`src/rtl/clkkeep_base_timer.sv`:
```
module clkkeep_base_timer #(
  parameter int CNT_W    = 14,
  parameter int TAP_LSB  = 5,
  parameter int TAP_STEP = 2
) (
  input  logic       clk,
  input  logic       rst_n,
  input  logic       xtal_tick,
  input  logic       sys_tick,
  input  logic       pre_tick,
  input  logic [1:0] src_sel,
  input  logic [1:0] tap_sel,
  input  logic       run,
  input  logic       wrap_ie,
  input  logic       tap_ie,
  input  logic       count_clr,
  input  logic       wrap_flag_clr,
  input  logic       tap_flag_clr,
  output logic       wrap_flag,
  output logic       tap_flag
);
  localparam int NTAP = 4;

  logic [CNT_W-1:0] cnt;
  logic [NTAP-1:0]  tap_hit;
  logic             src_tick, adv, wrap_evt, tap_evt;

  always_comb begin
    case (src_sel)
      2'b00:   src_tick = xtal_tick;
      2'b01:   src_tick = sys_tick;
      2'b10:   src_tick = pre_tick;
      default: src_tick = 1'b0;
    endcase
  end

  for (genvar i = 0; i < NTAP; i++) begin : g_tap
    assign tap_hit[i] = &cnt[TAP_LSB+TAP_STEP*i-1:0];
  end

  assign adv      = run & src_tick & ~count_clr;
  assign wrap_evt = adv & (&cnt);
  assign tap_evt  = adv & tap_hit[tap_sel];

  always_ff @(posedge clk or negedge rst_n) begin
    if (!rst_n)         cnt <= '0;
    else if (count_clr) cnt <= '0;
    else if (adv)       cnt <= cnt + 1'b1;
  end

  always_ff @(posedge clk or negedge rst_n) begin
    if (!rst_n) begin
      wrap_flag <= 1'b0;
      tap_flag  <= 1'b0;
    end else begin
      wrap_flag <= (wrap_flag & ~wrap_flag_clr) | (wrap_evt & wrap_ie);
      tap_flag  <= (tap_flag & ~tap_flag_clr) | (tap_evt & tap_ie);
    end
  end
endmodule

```
`config.mk`:
```
export PLATFORM = sky130hd
export DESIGN_NAME = clkkeep_base_timer
export DESIGN_NICKNAME = d
export VERILOG_FILES = /design/src/rtl/clkkeep_base_timer.sv
export SDC_FILE = /design/constraint.sdc
export NUM_CORES = 1
export LEC_CHECK = 0
export BUFFER_PORTS_ARGS = -buffer_cell sky130_fd_sc_hd__buf_2
export CORE_AREA = 2 2 42 60
export CTS_CLUSTER_DIAMETER = 80
export DETAILED_ROUTE_END_ITERATION = 10
export DIE_AREA = 0 0 44 62
export MAX_ROUTING_LAYER = met4
export PLACE_DENSITY = 0.69
export SYNTH_ARGS = -nofsm -noshare
export SYNTH_HDL_FRONTEND = slang
export SYNTH_SLANG_ARGS = --single-unit
```
`constraint.sdc`:
```
create_clock -name clk -period 4.7 [get_ports clk]
set_clock_uncertainty 0.1 [all_clocks]
set_input_delay 0.47 -clock clk [delete_from_list [all_inputs] [get_ports clk]]
set_output_delay 0.47 -clock clk [all_outputs]
set_load 0.005 [all_outputs]
```
After elaboration in Yosys (flattened, before gate mapping). Index checks and enable logic that the tools add are counted.

Output and inout bits: 2. Input port bits: 15. Register bits: 16.

Bitwise gates (word level): 13. Mux-type cells: 5. Reductions and logical operators: 7. Magnitude comparators: 1. Add/subtract/negate cells: 1. Eq/ne operators: 2.

Operators with widths (number): two-way mux 14 bit (2); adder 14 x 1 -> 14 bit, second input constant (1); AND reduction 14 bit (1); AND reduction 11 bit (1); AND reduction 9 bit (1); AND 1 bit (8); AND reduction 7 bit (1); AND reduction 5 bit (1); less-than comparator 2 x 3 -> 1 bit, second input constant (1); inverter 1 bit (3); one-hot mux 1 bit (3 select lines) (1); binary-select mux 1 bit (select 2 bit) (1); == test 2 x 1 -> 1 bit, second input constant (1); == test 2 bit, second input constant (1); zero test 2 bit (1); OR 1 bit (2); nonzero test 2 bit (1); two-way mux 1 bit (1).

Longest topological paths before layout.
Word-level depth: 7. Depth in mapped cells: 9. Depth with buffers taken out: 8.

Worst setup path before layout. OpenSTA, ideal clock, no wires.

Path type: reg2reg. Start: reg cnt[2]. End: reg tap_flag. Arrival time: 1598 ps. Stages on the path, launching flop included: 10. Path slack: 2870 ps. Required time: 4468 ps. Path through: dfrtp_1 -> and4_1 -> buf_6 -> and2_1 -> and3_2 -> ha_1 -> inv_1 -> o21ai_0 -> a41oi_1 -> o32ai_1.

Longest elaborated chain between the ends: 6. Elaborated cells between the ends (all ways): 9. Classes of those cells: 2 x mux; 3 x bitwise; 4 x reduce/logical.

RTL lines: from (decl) (RTL line 24) `logic [CNT_W-1:0] cnt;`; from (signal assigned) (RTL line 48) `else if (adv) cnt <= cnt + 1'b1;`; AND reduction 11 bit (tied with other cells) (RTL line 38) `assign tap_hit[i] = &cnt[TAP_LSB+TAP_STEP*i-1:0];`; binary-select mux 1 bit (select 2 bit) (*) (RTL line 43) `assign tap_evt = adv & tap_hit[tap_sel];`; two-way mux 1 bit (not written as such) (*) (RTL line 43); AND 1 bit (*) (RTL line 43); AND 1 bit (*) (RTL line 57) `tap_flag <= (tap_flag & ~tap_flag_clr) | (tap_evt & tap_ie);`; OR 1 bit (*) (RTL line 57); to (signal assigned) (RTL line 57); to (decl) (RTL line 20) `output logic tap_flag`.

Mark *: on every way between the ends. The rest lies on a longest branch, timed or not. The select of a mux whose other input is x is not followed. A chain may end at the register's enable or synchronous reset.

Worst setup path after layout. Ends and elaborated chain as after synthesis.

==> results.toml <==
[clocking]
tritoncts = "done"
worstSkewPairLatency_ps = 290
hold_buffers = 1
cts.clk_slew.worst_paths_ps = 100
clock-sinks = 16
cts_buffer_depth = 2
post-cts-setup-buffers = 0
cts_resized = 0
cts_root_buffer = "clkbuf_4"
cts_buffers = 3
htreeDepth = 1

[floorplan]
die_area_um2 = 2730
io_pins = 17
die_h_um = 62
die_w_um = 44
fp-row-count = 21
initial_core_util = 0.421
coreArea_um2 = 2260

[critical_path]
r2r-end = "tap_flag$_DFF_PN0_"
arrival_ps = 2160
r2r-start = "cnt[2]$_DFFE_PN0P_"
crit_path_start_kind = "flop"
path_class = "flop to flop"
reg2reg_slack_ps = 2640
worstPathMaxFanout = 7
r2r_cells = 8
end_kind = "flop"
crit_required_ps = 4800

[cells_and_area]
diodes = 0
area_delta_synth_final_pct = 11.3
post-route-cell-area_um2 = 1060
nFillCells = 237
ff_latch_area_um2 = 400
nets = 131
final-instance-count-excl-fill = 135
mostFrequentLayoutCells = "dfrtp_1, buf_2, a21oi_1"
multiInputGateArea_um2 = 485
final_util = 0.469
drive_gt1_frac = 0.259

[synth]
netlist_area_um2 = 952
async_flop_share = 1.00
avgSynthCellArea_um2 = 10.0
ys_ff_latch = 16
netlist_instances = 95
syn-num-nets = 113
ys_seq_area_frac = 0.420
synth_cell_types = 32
synth_edf_count = 0
ys_warn_count = 0
ys.flop_type = "dfrtp_1"

[timing]
min_period_ps = 2060
fin_tns_setup_ps = 0
fin_crit_sh = 0.439
finalMaxSlewViolations = 0
fmax_ghz = 0.485
finalSetupViolCount = 0
layout_setup_ws_ps = 2640
relSlewSlack = 0.575
tightestPinTransition_ps = 637
hold_violations = 0
rsz0062_at_grt = "false"

[drt]
wl_per_cell_um = 13.8
vias_per_cell = 5.72
wl_um = 1860
drtAntennaViolNets = 0
drtIter0Drc = 13
vias = 772
drc = 0
first_pass_iters = 5

[min_path]
min-delay-path-class = "primary input to flop"
hold_depth = 2
holdPathEnd = "tap_flag$_DFF_PN0_"
hold_start = "tap_flag_clr"

[place]
place_congestion = 0.758
pre_cts_slack_ps = 2640
dp_cells = 130
placed_cell_area_um2 = 1010
dp_hpwl_um = 1380
port_buffers = 16

[global_routing]
grt_pass1_wl_um = 3020
grt_start_max_net_pins = 27
grt_usage = 0.153
antenna_found_initial = 0
grt_pass1_vias = 694
grt-ovfl-total = 0

[pwr]
p_per_area_nw_per_um2 = 241
p_leak_uw = 0.000479
vdd.ir_drop.worst_uv = 124

[flow_run]
cap_violations = 0

[run_status]
status = "finished clean"
## synthesized netlist by cell type (all sizes together) (4+ instances only)
| cell | n | area share |
|---|---|---|
| a21oi | 10 | 0.053 |
| dfrtp | 16 | 0.42 |
| inv | 5 | 0.020 |
| nand2 | 5 | 0.028 |
| nand4 | 4 | 0.026 |
| nor2 | 4 | 0.016 |
| o21ai | 8 | 0.042 |
| or3 | 8 | 0.054 |
## worst max-delay path, cell delays in order (launching register included)
cell and delay (ps):
dfrtp_1 420, and4_1 380, and2_1 220, and3_2 190, ha_1 130, inv_1 30
o21ai_0 180, a41oi_1 60, o32ai_1 260
## cells by family (layout without fill, tap and decap cells)
group,count (synthesis),in the layout,share of synthesized area
buffers and inverters,9,26,0.0696
adders and majority gates,3,3,0.0394
AOI/OAI and AO/OA,26,26,0.177
DFF,16,16,0.420
xor gates and xnor gates,1,1,0.00920
and+or+nand+nor,36,36,0.240
muxes,4,4,0.0434
## worst max path at each step
stage,start,end,depth (start not counted)
6_report,cnt[2]$_DFFE_PN0P_,tap_flag$_DFF_PN0_,8
5_1_grt,cnt[2]$_DFFE_PN0P_,tap_flag$_DFF_PN0_,8
4_1_cts,cnt[2]$_DFFE_PN0P_,tap_flag$_DFF_PN0_,8
3_5_place_dp,cnt[2]$_DFFE_PN0P_,tap_flag$_DFF_PN0_,8
3_3_place_gp,src_sel[0],tap_flag$_DFF_PN0_,5
2_1_floorplan,cnt[2]$_DFFE_PN0P_,tap_flag$_DFF_PN0_,9
## final cells by class
type	instances	area share
Multi-Input combinational cell	70	0.458
Clock buffer	4	0.0342
Timing Repair Buffer	17	0.0850
Tap cell	23	0.0272
Inverter	5	0.0177
Sequential cell	16	0.378
## routing by layer
| metal | part of all wire | global-route usage |
|---|---|---|
| met1 | 0.42 | 0.174 |
| met4 | 0.012 | 0.0649 |
| met5 | 0 | - |
| met3 | 0.027 | 0.0260 |
| met2 | 0.54 | 0.263 |
## registers in the layout (all words and copies together), names as in the netlist
| register | cells |
|---|---|
| cnt | 14 |
| tap_flag | 1 |
| wrap_flag | 1 |
## through the flow
step	hold slack, ps	power (uW)
floorplan	74.4	156
global placement	305	164
detailed placement	310	165
CTS	253	257
global route	249	266
finish	253	255
## report_power, final
group	switching [uW]	total, uW	internal [uW]
logic	13.3	22.6	9.29
registers	1.24	140	139
clock network	45.3	92.4	47.1
Power figures use the tool's default switching activity.
